===== src/rtl/adec_pkg.sv =====
package adec_pkg;

  typedef enum logic [3:0] {
    K_NONE    = 4'd0,
    K_READ    = 4'd1,
    K_EWRITE  = 4'd2,
    K_RMW     = 4'd3,
    K_RASONLY = 4'd4,
    K_CBR     = 4'd5,
    K_HIDDEN  = 4'd6,
    K_PAGERD  = 4'd7,
    K_PAGEWR  = 4'd8
  } cycKind_e;

  typedef enum logic [2:0] {
    S_IDLE,   // row strobe high, nothing open
    S_ROW,    // row open, no column yet
    S_ACC,    // column strobe low, access running
    S_PAGE,   // row open, column strobe back high
    S_CBR,    // refresh from internal counter
    S_HWAIT,  // row strobe high, column held low, data held
    S_HREF    // hidden refresh, row strobe low again
  } ctlState_e;

  typedef struct packed {
    logic latchRow;
    logic latchCol;
    logic rdOut;
    logic clrOut;
    logic wrBit;
    logic refStep;
  } strobe_t;

endpackage


===== src/rtl/adec_sampler.sv =====
module adec_sampler #(
  parameter int ADDR_W = 4
) (
  input  logic              clk,
  input  logic              rstN,
  input  logic              rasN,
  input  logic              casN,
  input  logic              weN,
  input  logic [ADDR_W-1:0] addr,
  input  logic              din,
  output logic              rasS,
  output logic              casS,
  output logic              weS,
  output logic [ADDR_W-1:0] addrS,
  output logic              dinS,
  output logic              rasFall,
  output logic              rasRise,
  output logic              casFall,
  output logic              casRise,
  output logic              weFall
);
  logic rasP, casP, weP;

  always_ff @(posedge clk) begin
    if (!rstN) begin
      rasS  <= 1'b1;
      casS  <= 1'b1;
      weS   <= 1'b1;
      rasP  <= 1'b1;
      casP  <= 1'b1;
      weP   <= 1'b1;
      addrS <= '0;
      dinS  <= 1'b0;
    end else begin
      rasP  <= rasS;
      casP  <= casS;
      weP   <= weS;
      rasS  <= rasN;
      casS  <= casN;
      weS   <= weN;
      addrS <= addr;
      dinS  <= din;
    end
  end

  assign rasFall = rasP & ~rasS;
  assign rasRise = ~rasP & rasS;
  assign casFall = casP & ~casS;
  assign casRise = ~casP & casS;
  assign weFall  = weP & ~weS;
endmodule


===== src/rtl/adec_ctrl.sv =====
module adec_ctrl
  import adec_pkg::*;
#(
  parameter int HOLD_CYC = 2
) (
  input  logic     clk,
  input  logic     rstN,
  input  logic     rasS,
  input  logic     casS,
  input  logic     weS,
  input  logic     rasFall,
  input  logic     rasRise,
  input  logic     casFall,
  input  logic     casRise,
  input  logic     weFall,
  output strobe_t  stb,
  output cycKind_e kind,
  output logic     protoErr
);
  localparam int AGE_W = $clog2(HOLD_CYC + 1);
  localparam logic [AGE_W-1:0] AGE_MAX = AGE_W'(HOLD_CYC);

  ctlState_e state, nState;
  cycKind_e  nKind;
  logic      accRead, nAccRead;
  logic [AGE_W-1:0] age;
  logic      errNext;

  always_comb begin
    stb      = '0;
    nState   = state;
    nKind    = kind;
    nAccRead = accRead;
    case (state)
      S_IDLE: begin
        if (rasFall) begin
          if (!casS) begin
            nState = S_CBR;
            nKind  = K_CBR;
          end else begin
            nState       = S_ROW;
            stb.latchRow = 1'b1;
          end
        end
      end
      S_ROW: begin
        if (rasRise) begin
          nState = S_IDLE;
          nKind  = K_RASONLY;
        end else if (casFall) begin
          nState       = S_ACC;
          stb.latchCol = 1'b1;
          if (weS) begin
            stb.rdOut = 1'b1;
            nKind     = K_READ;
            nAccRead  = 1'b1;
          end else begin
            stb.wrBit = 1'b1;
            nKind     = K_EWRITE;
            nAccRead  = 1'b0;
          end
        end
      end
      S_ACC: begin
        if (rasRise) begin
          if (casS) begin
            nState     = S_IDLE;
            stb.clrOut = 1'b1;
          end else begin
            nState = S_HWAIT;
          end
        end else if (casRise) begin
          nState     = S_PAGE;
          stb.clrOut = 1'b1;
        end else if (weFall && accRead) begin
          stb.wrBit = 1'b1;
          nKind     = K_RMW;
          nAccRead  = 1'b0;
        end
      end
      S_PAGE: begin
        if (rasRise) begin
          nState = S_IDLE;
        end else if (casFall) begin
          nState       = S_ACC;
          stb.latchCol = 1'b1;
          if (weS) begin
            stb.rdOut = 1'b1;
            nKind     = K_PAGERD;
            nAccRead  = 1'b1;
          end else begin
            stb.wrBit = 1'b1;
            nKind     = K_PAGEWR;
            nAccRead  = 1'b0;
          end
        end
      end
      S_CBR: begin
        if (rasRise) begin
          nState      = S_IDLE;
          stb.refStep = 1'b1;
        end
      end
      S_HWAIT: begin
        if (casRise) begin
          nState     = S_IDLE;
          stb.clrOut = 1'b1;
        end else if (rasFall) begin
          nState = S_HREF;
          nKind  = K_HIDDEN;
        end
      end
      S_HREF: begin
        if (rasRise) begin
          stb.refStep = 1'b1;
          if (casS) begin
            nState     = S_IDLE;
            stb.clrOut = 1'b1;
          end else begin
            nState = S_HWAIT;
          end
        end else if (casRise) begin
          nState     = S_CBR;
          stb.clrOut = 1'b1;
        end
      end
      default: nState = S_IDLE;
    endcase
  end

  assign errNext = (state == S_ROW) && casFall && !rasRise && (age < AGE_MAX);

  always_ff @(posedge clk) begin
    if (!rstN) begin
      state    <= S_IDLE;
      kind     <= K_NONE;
      accRead  <= 1'b0;
      age      <= '0;
      protoErr <= 1'b0;
    end else begin
      state    <= nState;
      kind     <= nKind;
      accRead  <= nAccRead;
      protoErr <= errNext;
      if (rasFall)
        age <= AGE_W'(1);
      else if (!rasS && age != AGE_MAX)
        age <= age + 1'b1;
    end
  end
endmodule


===== src/rtl/adec_dpath.sv =====
module adec_dpath
  import adec_pkg::*;
#(
  parameter int ROW_W  = 4,
  parameter int COL_W  = 4,
  parameter int REF_W  = 9,
  parameter int ADDR_W = 4
) (
  input  logic              clk,
  input  logic              rstN,
  input  strobe_t           stb,
  input  logic [ADDR_W-1:0] addrS,
  input  logic              dinS,
  output logic              dout,
  output logic              doutOe,
  output logic [REF_W-1:0]  refRow
);
  localparam int IDX_W = ROW_W + COL_W;
  localparam int DEPTH = 1 << IDX_W;

  logic [ROW_W-1:0] rowQ;
  logic [COL_W-1:0] colQ, colSel;
  logic [IDX_W-1:0] idx;
  logic             cellQ [DEPTH];
  logic             doutQ;

  assign colSel = stb.latchCol ? addrS[COL_W-1:0] : colQ;
  assign idx    = {rowQ, colSel};

  always_ff @(posedge clk) begin
    if (stb.wrBit) cellQ[idx] <= dinS;
  end

  always_ff @(posedge clk) begin
    if (!rstN) begin
      rowQ   <= '0;
      colQ   <= '0;
      doutQ  <= 1'b0;
      doutOe <= 1'b0;
      refRow <= '0;
    end else begin
      if (stb.latchRow) rowQ <= addrS[ROW_W-1:0];
      if (stb.latchCol) colQ <= addrS[COL_W-1:0];
      if (stb.rdOut) begin
        doutQ  <= cellQ[idx];
        doutOe <= 1'b1;
      end else if (stb.clrOut) begin
        doutOe <= 1'b0;
      end
      if (stb.refStep) refRow <= refRow + 1'b1;
    end
  end

  assign dout = doutQ & doutOe;
endmodule


===== src/rtl/async_dram_decoder.sv =====
module async_dram_decoder
  import adec_pkg::*;
#(
  parameter int ROW_W    = 4,
  parameter int COL_W    = 4,
  parameter int REF_W    = 9,
  parameter int HOLD_CYC = 2
) (
  input  logic                                         clk,
  input  logic                                         rstN,
  input  logic                                         rasN,
  input  logic                                         casN,
  input  logic                                         weN,
  input  logic [((ROW_W > COL_W) ? ROW_W : COL_W)-1:0] addr,
  input  logic                                         din,
  output logic                                         dout,
  output logic                                         doutOe,
  output logic [3:0]                                   cycleKind,
  output logic [REF_W-1:0]                             refRow,
  output logic                                         protoErr
);
  localparam int ADDR_W = (ROW_W > COL_W) ? ROW_W : COL_W;

  logic rasS, casS, weS, dinS;
  logic rasFall, rasRise, casFall, casRise, weFall;
  logic [ADDR_W-1:0] addrS;
  strobe_t  stb;
  cycKind_e kind;

  adec_sampler #(.ADDR_W(ADDR_W)) uSamp (
    .clk(clk), .rstN(rstN), .rasN(rasN), .casN(casN), .weN(weN),
    .addr(addr), .din(din), .rasS(rasS), .casS(casS), .weS(weS),
    .addrS(addrS), .dinS(dinS), .rasFall(rasFall), .rasRise(rasRise),
    .casFall(casFall), .casRise(casRise), .weFall(weFall)
  );

  adec_ctrl #(.HOLD_CYC(HOLD_CYC)) uCtrl (
    .clk(clk), .rstN(rstN), .rasS(rasS), .casS(casS), .weS(weS),
    .rasFall(rasFall), .rasRise(rasRise), .casFall(casFall),
    .casRise(casRise), .weFall(weFall), .stb(stb), .kind(kind),
    .protoErr(protoErr)
  );

  adec_dpath #(.ROW_W(ROW_W), .COL_W(COL_W), .REF_W(REF_W), .ADDR_W(ADDR_W)) uDp (
    .clk(clk), .rstN(rstN), .stb(stb), .addrS(addrS), .dinS(dinS),
    .dout(dout), .doutOe(doutOe), .refRow(refRow)
  );

  assign cycleKind = kind;
endmodule


===== config.mk =====
export PLATFORM = sky130hd
export DESIGN_NAME = async_dram_decoder
export DESIGN_NICKNAME = d
export VERILOG_FILES = /design/src/rtl/adec_pkg.sv /design/src/rtl/adec_sampler.sv /design/src/rtl/adec_ctrl.sv /design/src/rtl/adec_dpath.sv /design/src/rtl/async_dram_decoder.sv
export SDC_FILE = /design/constraint.sdc
export NUM_CORES = 1
export LEC_CHECK = 0
export ABC_AREA = 0
export BUFFER_PORTS_ARGS = -buffer_cell sky130_fd_sc_hd__buf_2
export CORE_ASPECT_RATIO = 1.1
export CORE_MARGIN = 5
export CORE_UTILIZATION = 59
export CTS_BUF_LIST = sky130_fd_sc_hd__clkbuf_8
export CTS_CLUSTER_SIZE = 8
export DETAILED_ROUTE_END_ITERATION = 7
export PLACE_DENSITY = 0.89
export SETUP_SLACK_MARGIN = 0.1
export SLEW_MARGIN = 20
export SYNTH_ARGS = -nofsm -noshare
export SYNTH_HDL_FRONTEND = slang
export SYNTH_SLANG_ARGS = --single-unit

===== constraint.sdc =====
create_clock -name clk -period 4.16 [get_ports clk]
set_input_delay 0.208 -clock clk [delete_from_list [all_inputs] [get_ports clk]]
set_output_delay 0.208 -clock clk [all_outputs]
set_load 0.005 [all_outputs]

==> metrics, run 1 <==
FILL cells=1663; Core Region=22900 sq um; syn nets=1275; Max Fclk=267 MHz; Most Crowded Layer GR=met2; met1 usage in global routing=33.6%; Core Util, Final=65.0%; PnR worst setup slack=0.408 ns; num rows=58; Hold WC Path Type=input port to register; Max VDD drop=0.185 mV; Pre-antenna DRT Iters=6; CP Launch Type=register; Tot Pwr=5.94 mW; Die W=155 um; H-tree lvl count=2; DP HPWL=21.2 mm; pin count of the biggest net entering global routing=183; I/O Buffers=25; Worst slew margin=25.7%; outcome=finished clean; P_leak=4.99 nW; Setup CP Type=register to register; Overflow after GRT=0; non-filler cells, final=1610; register area share after synthesis=62.4%; P&R area growth vs syn=8.96%; asr flop ratio synth=0%; clock sink count=297; Seq pwr share=56.1%; Hold Slack=0.414 ns; CP endpoint kind=register; RSZ-0062 raised after global routing=false; Hold Fails Final Rpt=0; Critical Path AT=4.24 ns; WP data required=4.65 ns; wire length per cell=21.8 um; vias in the first global route=10119; worst slew pin tran=1.11 ns; M3 GR Usage=6.17%; Pwr per Cell Area=400 nW/um^2; final setup vio count=0; root buffer cell=clkbuf_8; max-cap viol count=0; crit share post-route=90.2%; initial core utilization=59.7%; Clk Latency, worst-skew pair=0.56 ns; Final Max Tran Viols=0; TritonCTS clock tree=built; Setup TNS=0 ns; placed inst area=14000 sq um; Routed WL=35.2 mm; Max Fanout on Critical Path=30; Post-Synthesis Cell Area=13600 sq um; initial DRC count=1661; share of layout cells above drive strength 1=10.2%; power share of the combinational group=7.6%; pre-CTS setup slack=0.619 ns; Synth Flop Type=edfxtp_1; Psw=1.42 mW; Post-synth EDFFs=256; via count=10353; Final GP Congestion=0.962; postcts setup bufs=0; nets=1297; Clock Skews=0.0154 ns; Mean Syn Cell Area=10.8 sq um; number of synthesized register bits=297; sw frac=23.8%; Warnings, synthesis=0; Via density=6.43; clock-pin slew on the worst setup and hold paths=0.06 ns; TritonCTS Buffers=45; met2 GRT Util=42.7%; final instance area=14900 sq um; post-route minimum period=3.75 ns; distinct cell type count after synthesis=73; first-pass GRT wire length=54.7 mm; n_diodes=0; antenna-violating nets left=0; # DRC=0; share of total power in the clock network=36.3%; cell count after synthesis=1263; Clock Path Buffers=3; die height=169 um; Int Power=4.53 mW; placed insts=1526; initial antenna violation count=0; io pins=26; DIE AREA=26300 sq um; total track usage=26.5%
Yosys cell counts, types with 3 or more instances:
cell type	count	area (sq um)
o22ai_1	7	43.8
nand3b_1	6	45.0
nor2b_1	6	37.5
a311oi_1	12	105
and2_1	8	50.1
dfxtp_1	41	821
nand4_1	11	68.8
o31ai_1	3	22.5
a221oi_1	7	61.3
or2_2	3	18.8
and3_1	15	93.8
buf_4	6	45.0
a2111oi_0	7	61.3
xor2_1	5	43.8
buf_2	25	125
mux2i_1	59	591
nor2_1	307	1150
a31oi_1	13	81.3
mux2_2	4	45.0
or3_1	8	50.1
buf_6	8	90.1
a211oi_1	11	82.6
inv_1	8	30.0
clkbuf_1	49	184
a21oi_1	49	245
nand2_1	182	683
nor3_1	10	50.1
nand2b_1	17	106
nor4_1	6	37.5
o21ai_0	17	85.1
edfxtp_1	256	7690
o32ai_1	7	61.3
a21o_1	3	22.5
nand3_1	38	190
state kept, by name, summed over array words and instances, names as in the netlist, 2 cells and up:
register     flops
uDp.cellQ      256
uDp.refRow       9
uCtrl.kind       4
uDp.colQ         4
uDp.rowQ         4
uSamp.addrS      4
uCtrl.state      3
uCtrl.age        2
routing by layer:
metal  wire, um  vias up
li1           -     4543
met1      12400     4906
met2      16700      741
met3       4080      163
met4       2020        0
met5          0        -
worst max-delay path, cell delays in order (launching register included):
cell and delay, ns:
dfxtp_1 0.67, nand3b_4 0.18, o31ai_4 0.35, and2_2 0.56, buf_12 0.26, nand2_1 0.07
and3_1 0.16, a2111oi_0 0.64, nor4_1 0.17, a2111o_1 0.44, a21oi_1 0.15
final timing paths:
path	start	to	slack (ns)	cells after the start
max	uCtrl.state[0]	uDp.doutQ	0.41	10
min	addr[0]	uSamp.addrS[0]	0.41	3
max reg2reg	uCtrl.state[0]	uDp.doutQ	0.41	10
min reg2reg	uCtrl.age[0]	uCtrl.age[0]	0.47	1
cell type report:
type                    count  area, sq um  share of cell area (%)
repair buffers             64          498                    3.35
multi-input cells         867         4660                    31.3
flip-flops and latches    297         8510                    57.3
well taps                 300          375                    2.53
inverters                  10         37.5                   0.253
clock inverters            21         83.8                   0.564
clock buffers              51          702                    4.72
kinds of logic after synthesis:
kind of cell    share of synthesized area [%]
compound gates                           8.46
mux                                      4.93
buf+inv                                  3.56
simple gates                             20.1
flops                                    62.4
fa+ha+maj                               0.183
xor+xnor                                0.385
what timing repair did:
action	in CTS	in global routing
gates resized for setup	0	0
hold buffers	12	0
hold endpoints to repair	11	0
power groups by stage:
stage / combinational, mW / sequential, mW / clock, mW
3_3_place_gp: 0.414 / 3.39 / 0
2_1_floorplan: 0.323 / 3.37 / 0
5_1_grt: 0.487 / 3.34 / 2.30
6_report: 0.450 / 3.33 / 2.16
3_5_place_dp: 0.426 / 3.39 / 0
4_1_cts: 0.437 / 3.33 / 2.17
cell usage in the layout, fill, tap and decap left out, drive strengths merged, types with 5 or more instances in the layout:
| master | n |
|---|---|
| buf | 52 |
| a221oi | 7 |
| o21ai | 18 |
| or3 | 8 |
| a211oi | 11 |
| dfxtp | 41 |
| nand4 | 13 |
| dlygate4sd3 | 12 |
| xor2 | 5 |
| o32ai | 7 |
| a21oi | 50 |
| and2 | 9 |
| nor2b | 6 |
| nor4 | 6 |
| mux2i | 59 |
| a311oi | 12 |
| mux2 | 5 |
| nand3b | 7 |
| o31ai | 5 |
| clkbuf | 51 |
| nor2 | 307 |
| nand3 | 39 |
| and3 | 15 |
| o22ai | 7 |
| a31oi | 14 |
| nand2 | 183 |
| inv | 27 |
| nor3 | 10 |
| nand2b | 18 |
| a2111oi | 11 |
| edfxtp | 256 |
Note: power is estimated with default switching activity, not from simulation.
==> run 2: changes to the inputs <==
Settings changed: RECOVER_POWER from default to 100.
==> metrics, run 2 (synthesis gave the netlist of run 1 again) <==
initial core utilization=59.7%; Overflow after GRT=0; initial antenna violation count=0; die height=169 um; Max Fanout on Critical Path=38; Reg with most FFs=uDp.cellQ; outcome=finished with violations; Clk Latency, worst-skew pair=0.56 ns; P_leak=4.93 nW; P&R area growth vs syn=8.50%; Pwr per Cell Area=401 nW/um^2; RSZ-0062 raised after global routing=false; Via density=6.47; WP data required=4.65 ns; slowest stage delay, CP=0.67 ns; Setup CP Type=register to register; num rows=58; Hold Slack=0.414 ns; TritonCTS Buffers=45; first-pass GRT wire length=54.7 mm; Worst slew margin=-48.3%; Hold WC Path Type=input port to register; share of layout cells above drive strength 1=8.55%; max-cap viol count=1; CP Depth=10; Cell Chain, Critical Path=and3b_1, nand4_4, nand2_4, buf_4, nand2_1, and3_1, a2111oi_0, nor4_1, a2111o_1, a21oi_1; Clock Path Buffers=3; Setup TNS=0 ns; CP Launch Type=register; wire length per cell=21.9 um; worst path bufs/invs=1; initial DRC count=1773; hold path cells=3; PnR worst setup slack=0.342 ns; Max Fclk=262 MHz; Core Region=22900 sq um; Max VDD drop=0.188 mV; via count=10419; most frequent cells in the layout=nor2_1, edfxtp_1, nand2_1, mux2i_1, clkbuf_8; Routed WL=35.2 mm; post-route minimum period=3.82 ns; clock-pin slew on the worst setup and hold paths=0.07 ns; largest registers=uDp.cellQ (256), uDp.refRow (9); pre-CTS setup slack=0.619 ns; n_diodes=0; CP endpoint kind=register; final setup vio count=0; pin count of the biggest net entering global routing=183; H-tree lvl count=2; TritonCTS clock tree=built; CTS resizes=0; crit share post-route=91.8%; nets=1297; Final Max Tran Viols=75; commonest non-fill, non-tap cell in the layout=nor2_1; Pre-antenna DRT Iters=6; DIE AREA=26300 sq um; I/O Buffers=25; Hold Fails Final Rpt=0; antenna-violating nets left=0; Critical Path AT=4.31 ns; Final GP Congestion=0.962; cell family with most CP delay=simple AND/OR/NAND/NOR gates; # DRC=0; DP HPWL=21.2 mm; Worst path slowest cell=dfxtp_1; vias in the first global route=10119; root buffer cell=clkbuf_8; worst slew pin tran=2.22 ns; Clock Skews=0.0229 ns; R2R depth=10; clock sink count=297; io pins=26; Die W=155 um; failing checks=capacitance limit, slew limit; total track usage=26.5%; max reg flops=256
run 2: cell types whose count changed in the layout (fill, tap and decap cells not counted), moves of 3 or more:
cell,previous run,this run
and2_0,0,3
and2_1,7,4
buf_2,25,18
buf_4,23,13
clkbuf_1,0,17
run 2: final cells by class:
cell class,count,area (sq um)
timing repair buffer,64,452
clock inverter,21,83.8
multi-input combinational,867,4640
tap,300,375
clock buffer,51,702
sequential,297,8510
fill,1682,8060
inverter,10,37.5
run 2: report_power, final:
| group | leakage (nW) | switching [mW] | internal, mW | total (mW) |
|---|---|---|---|---|
| Sequential | 2.67 | 0.0697 | 3.27 | 3.34 |
| Combinational | 1.79 | 0.289 | 0.155 | 0.444 |
| Clock | 0.468 | 1.06 | 1.10 | 2.16 |
| Total | 4.93 | 1.42 | 4.52 | 5.94 |
run 2: tightest hold or removal path, cell delays in order:
cell           delay [ns]
dlygate4sd3_1        0.53
buf_2                0.10
and2_1               0.11
run 2: worst paths after layout:
kind                        from             end  slack [ns]
setup / recovery  uCtrl.state[0]       uDp.doutQ        0.34
hold / removal           addr[0]  uSamp.addrS[0]        0.41
setup reg to reg  uCtrl.state[0]       uDp.doutQ        0.34
hold reg to reg     uCtrl.age[0]    uCtrl.age[0]        0.47
run 2: what timing repair did:
action / CTS / global route
setup endpoints to repair: 0 / 0
endpoints found under the hold margin: 11 / 0
buffers inserted: 0 / 0
hold buffers: 12 / 0
run 2: through the flow:
stage / std cells / power [mW] / util (%) / cell area [sq um]
2_1_floorplan: 1263 / 3.69 / - / 13600
3_3_place_gp: 1526 / 3.80 / 61.0 / 14000
3_5_place_dp: 1526 / 3.82 / 61.0 / 14000
4_1_cts: 1610 / 5.94 / 65.0 / 14900
5_1_grt: 1610 / 6.12 / 64.8 / 14800
6_report: 1610 / 5.94 / 64.8 / 14800
run 2: layer usage:
| layer | vias up | part of all wire (%) | track usage [%] |
|---|---|---|---|
| li1 | 4544 | - | - |
| met1 | 4990 | 35 | 33.6 |
| met2 | 718 | 47 | 42.7 |
| met3 | 167 | 12 | 6.17 |
| met4 | 0 | 5.8 | 14.0 |
| met5 | - | 0 | 0 |
==> run 3: changes to the inputs <==
Settings changed: CORE_UTILIZATION 59 to 70, PLACE_DENSITY 0.89 to 0.95, SYNTH_HIERARCHICAL from default to 1.
Clock period 4.16 ns to 4.52 ns, I/O delays scaled along.
==> metrics, run 3 <==
Clock Path Buffers=3; Setup TNS=0 ns; vias in the first global route=9261; CP Launch Type=register; Max Fclk=241 MHz; Core Util, Final=77.0%; Critical Path AT=4.57 ns; Pre-antenna DRT Iters=7; antenna-violating nets left=0; clock-pin slew on the worst setup and hold paths=0.06 ns; DIE AREA=21700 sq um; initial core utilization=71.3%; Hold Slack=0.162 ns; post-route minimum period=4.15 ns; Synth top area share=58.4%; number of synthesized register bits=297; pre-CTS setup slack=0.398 ns; largest family of logic cells by synthesized area=simple AND/OR/NAND/NOR gates; # DRC=0; multiplexer area fraction after synthesis=9.95%; final setup vio count=0; most frequent cell after synthesis=nor2_1; TritonCTS Buffers=46; Pwr per Cell Area=387 nW/um^2; Synth area leaders=edfxtp_1, nor2_1, mux4_2; max reg flops=256; CP endpoint kind=register; Overflow after GRT=0; total track usage=31.5%; Post-Synthesis Cell Area=13200 sq um; hold_sp=rstN; Core Region=18500 sq um; largest area contributor in the netlist=edfxtp_1; Die W=141 um; Clock Skews=0.0263 ns; Worst slew margin=-49.7%; Max Fanout on Critical Path=13; Via density=6.96; Critical path origin=uSamp/rasS; RSZ-0062 raised after global routing=false; Synth Area in XOR/XNOR=0.665%; Warnings, synthesis=6; register area share after synthesis=64.6%; die height=154 um; initial DRC count=1715; Reg with most FFs=uDp/cellQ; initial antenna violation count=1; Routed WL=34.0 mm; Post-Synth Simple-Gate Area=16.1%; r2r setup slk=0.37 ns; TritonCTS clock tree=built; FILL cells=1005; Setup CP Type=register to register; WP data required=4.95 ns; via count=9438; worst r2r dst=uDp/doutQ; first-pass GRT wire length=52.2 mm; syn nets=1062; Cell Chain, Critical Path=nor2b_1, nor2_2, nand3_1, inv_1, mux2i_1, buf_4, mux4_2, a2111oi_0, a311oi_1, a311oi_1, o211ai_1; hold endpoint=uSamp/casP; PnR worst setup slack=0.372 ns; failing checks=capacitance limit, slew limit; Hold WC Path Type=input port to register; Compound-Gate Fraction of Synth Area=5.30%; commonest non-fill, non-tap cell in the layout=nor2_1; crit share post-route=91.8%; num rows=52; cell seen most often among critical-path stages=a311oi_1; Final Max Tran Viols=226; cell count after synthesis=1050; most frequent cells in the layout=nor2_1, edfxtp_1, nand2_1, clkbuf_8, mux4_2; clock sink count=297; synth cell count leaders=nor2_1, edfxtp_1, nand2_1; Clk Latency, worst-skew pair=0.58 ns; n_diodes=0; postcts setup bufs=0; max-cap viol count=2; P&R area growth vs syn=8.07%; H-tree lvl count=2; worst slew pin tran=2.25 ns; Hold Fails Final Rpt=0; asr flop ratio synth=0%; wire length per cell=25.1 um; adder-cell share of the synthesized area=0.190%; nets=1094; P_leak=4.49 nW; hold path cells=2; I/O Buffers=25; pin count of the biggest net entering global routing=134; sequential cell area=8510 sq um; slowest stage delay, CP=0.97 ns; R2R depth=11; io pins=26; Post-synth EDFFs=256; Final GP Congestion=0.906; Worst path slowest cell=a2111oi_0; Max VDD drop=0.262 mV; root buffer cell=clkbuf_8; DP HPWL=19.8 mm; multi-input gate area in the final layout=4230 sq um; share of layout cells above drive strength 1=12.6%; outcome=finished with violations; Synth Flop Type=edfxtp_1; distinct cell type count after synthesis=62; worst path bufs/invs=2; Mean Syn Cell Area=12.5 sq um; cell family with most CP delay=compound AO/OA/AOI/OAI gates; largest registers=uDp/cellQ (256), uDp/refRow (9); Worst R2R Start=uSamp/rasS
run 3: what timing repair did:
| action | 4_1_cts | 5_1_grt |
|---|---|---|
| resized for setup | 0 | 0 |
| endpoints found under the hold margin | 8 | 0 |
| hold buffers | 8 | 0 |
run 3: worst max-delay path by stage:
stage | end | slack [ns] | depth (start not counted)
6_report | uDp/doutQ | 0.37 | 11
5_1_grt | uDp/doutQ | 0.15 | 11
4_1_cts | uDp/doutQ | 0.42 | 11
3_5_place_dp | uDp/doutQ | 0.40 | 11
3_3_place_gp | uDp/doutQ | 0.60 | 11
2_1_floorplan | uDp/cellQ[0] | 0.29 | 0
run 3: per-layer routing:
metal | up-vias | global-route usage [%] | wire length (um)
li1 | 3858 | - | -
met1 | 4429 | 39.5 | 10800
met2 | 922 | 49.3 | 16100
met3 | 227 | 9.69 | 4930
met4 | 2 | 17.3 | 2240
met5 | - | 0 | 13
run 3: where the power goes:
group | internal (mW) | switching, mW | total, mW | leakage, nW
registers | 3.01 | 0.0417 | 3.05 | 2.67
clock network | 1.01 | 0.998 | 2.00 | 0.500
logic | 0.163 | 0.299 | 0.461 | 1.32
total | 4.17 | 1.34 | 5.51 | 4.49
run 3: cell families after synthesis:
family	count (synthesis)
muxes	73
buffers and inverters	87
AOI/OAI and AO/OA	93
adders and majority gates	2
and+or+nand+nor	488
xor gates and xnor gates	10
DFF	297
run 3: cell type report:
cell class                 instances  area share, %
multi-input combinational        666           29.7
inverter                          12          0.317
clock inverter                    29          0.782
timing repair buffer              59           2.44
clock buffer                      50           4.84
sequential                       297           59.8
tap                              243           2.14
run 3: per-stage QoR:
step,instances,instance area (sq um),total power [mW]
4_1_cts,1355,14300,5.51
5_1_grt,1356,14200,5.68
3_5_place_dp,1268,13500,3.55
6_report,1356,14200,5.51
2_1_floorplan,1050,13200,3.43
3_3_place_gp,1268,13500,3.53
